--- config.mk ---
export PLATFORM = sky130hd
export DESIGN_NAME = oneshot_dual_trig
export DESIGN_NICKNAME = d
export VERILOG_FILES = /design/src/rtl/oneshot_pkg.sv /design/src/rtl/os_sync.sv /design/src/rtl/os_qualifier.sv /design/src/rtl/os_timer.sv /design/src/rtl/oneshot_dual_trig.sv
export SDC_FILE = /design/constraint.sdc
export NUM_CORES = 1
export LEC_CHECK = 0
export ABC_AREA = 1
export BUFFER_PORTS_ARGS = -buffer_cell sky130_fd_sc_hd__buf_4
export CAP_MARGIN = 30
export CORE_MARGIN = 10
export CORE_UTILIZATION = 43
export DETAILED_ROUTE_END_ITERATION = 10
export SYNTH_ARGS = -nofsm -noshare
export SYNTH_HDL_FRONTEND = slang
export SYNTH_SLANG_ARGS = --single-unit
--- constraint.sdc ---
create_clock -name clk -period 1.85 [get_ports clk]
set_input_delay 0.37 -clock clk [delete_from_list [all_inputs] [get_ports clk]]
set_output_delay 0.37 -clock clk [all_outputs]
set_load 0.02 [all_outputs]
--- src/rtl/oneshot_pkg.sv ---
package oneshot_pkg;

    // Synchronized view of the three control inputs (raw polarity kept)
    typedef struct packed {
        logic clr_n;
        logic a_n;
        logic b;
    } ctl_t;

    // Trigger qualifier state
    typedef struct packed {
        ctl_t prev;
        logic armed;
    } qual_state_t;

    // Firing condition on the input levels: A low and B high
    function automatic logic fire_level(input ctl_t c);
        return (!c.a_n) && c.b;
    endfunction

    // Arming condition: clear inactive and an input at its idle level
    function automatic logic arm_level(input ctl_t c);
        return c.clr_n && (c.a_n || !c.b);
    endfunction

endpackage

--- src/rtl/os_sync.sv ---
module os_sync #(
    parameter int WIDTH  = 3,
    parameter int STAGES = 2
) (
    input  logic             clk,
    input  logic             rst_n,
    input  logic [WIDTH-1:0] din,
    output logic [WIDTH-1:0] dout
);
    localparam int LAST = STAGES - 1;

    logic [STAGES-1:0][WIDTH-1:0] chain_d;
    logic [STAGES-1:0][WIDTH-1:0] chain_q;

    always_comb begin
        chain_d[0] = din;
        for (int i = 1; i < STAGES; i++) begin
            chain_d[i] = chain_q[i-1];
        end
    end

    // One flop row per stage
    genvar g;
    generate
        for (g = 0; g < STAGES; g++) begin : g_stage
            always_ff @(posedge clk or negedge rst_n) begin
                if (!rst_n) begin
                    chain_q[g] <= '0;
                end else begin
                    chain_q[g] <= chain_d[g];
                end
            end
        end
    endgenerate

    assign dout = chain_q[LAST];
endmodule

--- src/rtl/os_qualifier.sv ---
module os_qualifier
    import oneshot_pkg::*;
(
    input  logic clk,
    input  logic rst_n,
    input  ctl_t cur,
    input  logic busy,
    output logic fire,
    output logic armed
);
    qual_state_t st_d, st_q;
    logic        fresh;
    logic        fire_d;

    always_comb begin
        st_d = st_q;
        // The previous cycle was not already "clear high with firing levels"
        fresh  = st_q.prev.a_n || !st_q.prev.b || !st_q.prev.clr_n;
        fire_d = cur.clr_n && !busy && st_q.armed && fire_level(cur) && fresh;

        if (arm_level(cur)) begin
            st_d.armed = 1'b1;
        end else if (fire_d) begin
            st_d.armed = 1'b0;
        end
        st_d.prev = cur;
    end

    always_ff @(posedge clk or negedge rst_n) begin
        if (!rst_n) begin
            st_q <= '0;
        end else begin
            st_q <= st_d;
        end
    end

    assign fire  = fire_d;
    assign armed = st_q.armed;
endmodule

--- src/rtl/os_timer.sv ---
module os_timer #(
    parameter int CW = 8
) (
    input  logic          clk,
    input  logic          rst_n,
    input  logic          clr_ok,
    input  logic          fire,
    input  logic [CW-1:0] width,
    output logic          q,
    output logic          q_n,
    output logic [CW-1:0] cnt
);
    typedef struct packed {
        logic          q;
        logic          q_n;
        logic [CW-1:0] cnt;
    } tmr_t;

    localparam logic [CW-1:0] ONE = CW'(1);

    tmr_t t_d, t_q;

    always_comb begin
        t_d = t_q;
        if (!clr_ok) begin
            t_d.q   = 1'b0;
            t_d.q_n = 1'b1;
            t_d.cnt = '0;
        end else if (fire) begin
            t_d.q   = 1'b1;
            t_d.q_n = 1'b0;
            t_d.cnt = (width == '0) ? '0 : width - ONE;
        end else if (t_q.q) begin
            if (t_q.cnt == '0) begin
                t_d.q   = 1'b0;
                t_d.q_n = 1'b1;
            end else begin
                t_d.cnt = t_q.cnt - ONE;
            end
        end
    end

    always_ff @(posedge clk or negedge rst_n) begin
        if (!rst_n) begin
            t_q <= '{q: 1'b0, q_n: 1'b1, cnt: '0};
        end else begin
            t_q <= t_d;
        end
    end

    assign q   = t_q.q;
    assign q_n = t_q.q_n;
    assign cnt = t_q.cnt;
endmodule

--- src/rtl/oneshot_dual_trig.sv ---
module oneshot_dual_trig
    import oneshot_pkg::*;
#(
    parameter int WIDTH_BITS  = 8,
    parameter int SYNC_STAGES = 2
) (
    input  logic                  clk,
    input  logic                  rst_n,
    input  logic                  clr_n,
    input  logic                  trig_a_n,
    input  logic                  trig_b,
    input  logic [WIDTH_BITS-1:0] width,
    output logic                  q,
    output logic                  q_n
);
    localparam int CTL_W = $bits(ctl_t);

    ctl_t                  raw;
    ctl_t                  s_ctl;
    logic [CTL_W-1:0]      s_vec;
    logic                  fire;
    logic                  armed;
    logic [WIDTH_BITS-1:0] cnt;
    logic                  s_a;
    logic                  s_b;
    logic                  s_c;

    assign raw = '{clr_n: clr_n, a_n: trig_a_n, b: trig_b};

    os_sync #(.WIDTH(CTL_W), .STAGES(SYNC_STAGES)) u_sync (
        .clk  (clk),
        .rst_n(rst_n),
        .din  (raw),
        .dout (s_vec)
    );

    assign s_ctl = ctl_t'(s_vec);
    assign s_a   = s_ctl.a_n;
    assign s_b   = s_ctl.b;
    assign s_c   = s_ctl.clr_n;

    os_qualifier u_qual (
        .clk  (clk),
        .rst_n(rst_n),
        .cur  (s_ctl),
        .busy (q),
        .fire (fire),
        .armed(armed)
    );

    os_timer #(.CW(WIDTH_BITS)) u_timer (
        .clk   (clk),
        .rst_n (rst_n),
        .clr_ok(s_c),
        .fire  (fire),
        .width (width),
        .q     (q),
        .q_n   (q_n),
        .cnt   (cnt)
    );
endmodule

### Yosys cells after proc, flatten, opt, wreduce, memory -nomap -nowiden

Cells that the tools add are included.

* logic and storage cells: 41
* output and inout bits: 2
* input port bits: 13
* register bits after elaboration: 20

* reductions and logical operators: 19
* equality and inequality tests: 3
* add/sub/neg operators: 2
* muxes and demuxes: 8

Operators by type and width (count)
* $mux W10: 3
* $logic_not A8 Y1: 2
* $mux W8: 2
* $sub A8 B1 Y8 const B: 2
* $logic_and A1 B1 Y1: 6
* $ne A3 B2 Y1 const B: 2
* $logic_not A1 Y1: 5
* $reduce_and A2 Y1: 2
* $logic_or A1 B1 Y1: 3
* $ne A3 B3 Y1 const B: 1
* $mux W1: 2
* $mux W2: 1
* $reduce_bool A2 Y1: 1

### Longest topological paths before layout

* depth after elaboration: 7
* mapped depth: 9
* depth with buffers taken out: 9

### By module

From an unflattened synthesis, not the netlist that was laid out.

* cell total of the unflattened synthesis: 155
* area, all modules: 1173.6 µm²

Modules (own cells, without submodules)
* os_timer: times used 1, sequential area each 251.5 µm², cells an instance 134, area an instance 877.1 µm²
* os_sync: times used 1, sequential area each 150.1 µm², cells an instance 6, area an instance 150.1 µm²
* os_qualifier: times used 1, sequential area each 100.1 µm², cells an instance 15, area an instance 146.4 µm²

### Worst setup path after synthesis

Ideal clock, no wire load.

* kind: reg-to-reg
* start: register u_timer.t_q (netlist bit u_timer.cnt[0])
* end: register u_timer.t_q (netlist bit u_timer.cnt[0])
* stages on the path, launching flop included: 9
* required time: 1785 ps
* path slack: 428 ps
* path buffers: 0
* arrival: 1357 ps
* cell sequence: dfrtp_1 -> inv_1 -> ha_1 -> nand3_1 -> o21ai_4 -> nand2_4 -> nor2_8 -> nand2_1 -> nand2_1

* longest elaborated chain between the ends: 5
* elaborated cells between the ends (all ways): 8
* classes of those cells: 1 x add/sub; 1 x eq/ne; 4 x mux; 2 x reduce/logical

RTL lines
* start, declared: line os_timer.sv:21 `tmr_t t_d, t_q;`
* start signal, assigned: line os_timer.sv:45 `t_q <= '{q: 1'b0, q_n: 1'b1, cnt: '0};`
* start signal, assigned: line os_timer.sv:47 `t_q <= t_d;`
* $sub A8 B1 Y8: line os_timer.sv:38 `t_d.cnt = t_q.cnt - ONE;`
* $mux W8: line os_timer.sv:34 `if (t_q.cnt == '0) begin`
* $mux W10: line os_timer.sv:33 `end else if (t_q.q) begin`
* $mux W10: line os_timer.sv:29 `end else if (fire) begin`
* $mux W10: line os_timer.sv:25 `if (!clr_ok) begin`

Parallel ways exist; a longest one is shown, timed or not. The select of a mux whose other input is x is not followed.
A chain may end at the register's enable or synchronous reset.

### Final worst setup path

* start: register u_timer.t_q (netlist bit u_timer.cnt[0])
* end: register u_timer.t_q (netlist bit u_timer.cnt[2])

Same word-level chain as after synthesis.

==> metrics.md <==
| Metric | Value |
|---|---|
| Status | complete, no violations |
| Crit path arrival time | 1.85 ns |
| Max Clock Freq | 625.8 MHz |
| PortBufs | 14 |
| Post-synth EDFFs | 0 |
| Dpl ws | 0.2897 ns |
| CP max FO | 8 |
| Critical path buffers and inverters | 1 |
| Post-Syn Area | 1210 sq um |
| Crit path cell chain | inv_1, ha_1, nand3_1, o21ai_4, nand2_4, nor2_8, nand2_1, nand2_1 |
| Setup TNS | 0 ns |
| Final instance area | between 1000 and 1500 sq um |
| Yosys top cell area share | 39.30% |
| DP Wirelength | 1.980 mm |
| Worst Hold Depth | 1 |
| Critical path class | reg2reg |
| Row count | 19 |
| DRT iter0 DRCs | 75 |
| Worst path depth | 8 |
| Die height | about 73 um |
| Total number of vias | about 1,000 |
| DP Area | 1350 sq um |
| Worst path slowest cell | dfrtp_1 |
| GRT Util Overall | roughly a tenth |
| Layout cells sized above 1 | 18.97% |
| Post-route ant nets | 0 |
| Clk slew on worst S/H paths | 0.11 ns |
| FFs w/ async S/R, synth | 100.0% |
| Root Buffer Master | clkbuf_4 |
| Reg2reg start | u_timer.cnt[0] |
| Fin. Hold Viols | 0 |
| Grt total ovfl | 0 |
| Depth of the CTS H-tree | 1 |
| Post-cts sizing count | 0 |
| #FFs+latches synth | 20 |
| Post-CTS Setup Bufs | 0 |
| # diodes | 0 |
| CTS Hold Bufs | 1 |
| Top_reg_cell synth | dfrtp_1 |
| Final setup fails | 0 |
| Crit path top cell by count | nand2_1 |
| Post-synthesis sequential area ratio | 41.47% |
| Worst Hold Launch | clr_n |
| Routability cong. | 0.8189 |
| Max IR drop VDD | 832.5 uV |
| Worst Reg-to-Reg Cells | 8 |
| Element type at the critical path end | flip-flop |
| Horiz. Die Dim | between 70 and 80 um |
| Routed wire length | roughly 2.5 mm |
| Die area | 5336 sq um |
| Worst min path class | in2reg |
| WL per Instance | 12.29 um |
| Worst-case clock buffer depth | 2 |
| Max incr delay on CP | 0.42 ns |
| Tcrit/Tclk final | 86.37% |
| First-pass GRT wire length | 4.533 mm |
| CP required | 2.11 ns |
| Nets@finish | ~190 |
| Yosys top cell by area | dfrtp_1 |
| Top Family by Delay on Critical Path | simple AND/OR/NAND/NOR gates |
| Pin slew with the least headroom to its limit | 0.3034 ns |
| Yosys warnings | 0 |
| Vias in the first global route | 1,084 |
| Top cells by area, synth | dfrtp_1 (39%), nand2_1 (15%), nand3_1 (7.9%), inv_1 (5.3%), nor2_1 (4.0%) |
| CTS Buf Count | 3 |
| Most frequent cell after synthesis | nand2_1 |
| Syn_area_per_cell | a little under 8 sq um |
| Drt first pass iters | 4 |
| Pwr dens | 676.2 nW/um^2 |
| Initial antenna violation count | 0 |
| Most frequent cells after synthesis | nand2_1 (49), dfrtp_1 (19), nand3_1 (19), inv_1 (17), nor2_1 (13) |
| Minimum clock period | 1.598 ns |
| Hold EP | u_sync.chain_d[5] |
| Post-synthesis cell type count | 28 |
| Setup crit start kind | flip-flop |
| Reg-to-reg endpoint | u_timer.cnt[2] |
| CTS tree | built |
| Clk_skew | 0.003439 ns |
| Synth Instances | roughly 160 |
| Number of max-cap violations | 0 |
| Slew HR | 79.70% |
| Syn_nets | 171 |
| Drt drc | 0 |
| Setup WS post-layout | 0.2521 ns |
| Drt via density | slightly above 5 |
| Max-slew violations | 0 |
| Largest net degree at the start of global routing | 21 |
| Placeable Area | 2734 sq um |
| CTS sink cnt | 20 |
| Unrepaired setup endpoints after global routing | false |
| Reg2reg setup slack | 0.25 ns |
| Static leakage | 0.7211 nW |
| Worst skew pair latency | 0.31 ns |
| Initial Utilization | 44.26% |
| Synthesis-to-layout area growth | 16.75% |
| I/O pins | 15 |
==> power breakdown <==
group,leakage (nW),switching (mW),internal (mW)
Sequential,0.250,0.00906,0.453
Clock,0.0279,0.138,0.219
Combinational,0.443,0.0806,0.0547
Total,0.721,0.228,0.727
==> layout make-up <==
type                       instances  area, sq um
fill                             258         1321
multi-input combinational        114        616.8
sequential                        20        501.7
timing repair buffer              16        122.6
inverter                          20        80.08
tap                               31        38.79
clock inverter                     1        30.03
clock buffer                       3        22.52
==> sequential cells by signal, indices dropped and copies added (netlist names) <==
| name | count |
|---|---|
| u_sync.chain_d | 3 |
| u_sync.dout | 3 |
| u_timer.q_n | 1 |
| u_qual.armed | 1 |
| u_qual.st_q | 3 |
| u_timer.cnt | 8 |
| u_timer.q | 1 |
==> through the flow <==
step	hold slack, ns	cells	power (mW)	utilization, %
floorplan	0.07441	155	0.5527	-
global placement	0.2584	200	0.6029	49.38
detailed placement	0.2602	200	0.6052	49.38
CTS	0.1526	205	0.9674	51.67
global route	0.1413	205	1.007	51.67
finish	0.1607	205	0.9552	51.67
==> cells in the final DEF (no fill, tap or decap) <==
cell / n
nor2_4: 1
o21ai_0: 4
clkinv_1: 1
nand4_4: 1
xnor2_1: 1
o21bai_1: 3
nor2_8: 1
a21oi_1: 3
nand3_2: 2
nor3_1: 1
dlygate4sd3_1: 1
bufinv_16: 1
dfrtp_1: 19
clkinv_4: 1
nand2_4: 1
a21oi_4: 1
o21ai_1: 4
nand3_1: 19
nand2_2: 1
buf_4: 15
inv_2: 1
ha_1: 3
clkbuf_4: 3
nand3b_1: 1
nand2_1: 49
dfstp_2: 1
o21ai_4: 1
inv_1: 17
nor2_1: 13
nor2_2: 2
xor2_1: 2
==> worst max-delay path by stage <==
stage	start	end	slack, ns
after floorplan	u_timer.cnt[0]	u_timer.cnt[0]	0.43
after global placement	u_timer.cnt[0]	u_timer.cnt[1]	0.33
after detailed placement	u_timer.cnt[0]	u_timer.cnt[1]	0.29
after CTS	u_timer.cnt[0]	u_timer.cnt[1]	0.26
after global routing	u_timer.cnt[0]	u_timer.cnt[1]	0.11
final	u_timer.cnt[0]	u_timer.cnt[2]	0.25
==> routing by layer <==
| layer | track usage, % | vias up | part of all wire [%] |
|---|---|---|---|
| met5 | 0 | - | 0 |
| met4 | 4.430 | 0 | 1.6 |
| met3 | 2.313 | 6 | 4.4 |
| met2 | 16.05 | 24 | 44 |
| met1 | 13.74 | 474 | 50 |
| li1 | - | 529 | - |
==> cell families (layout without fill, tap and decap cells) <==
logic type	Yosys count	in the layout	share of synthesized area (%)
and+or+nand+nor	92	92	36.61
xor gates and xnor gates	3	3	2.172
AOI/OAI and AO/OA	16	16	9.101
adders and majority gates	3	3	3.103
DFF	20	20	41.47
buffers and inverters	21	40	7.548
Power figures use the tool's default switching activity.
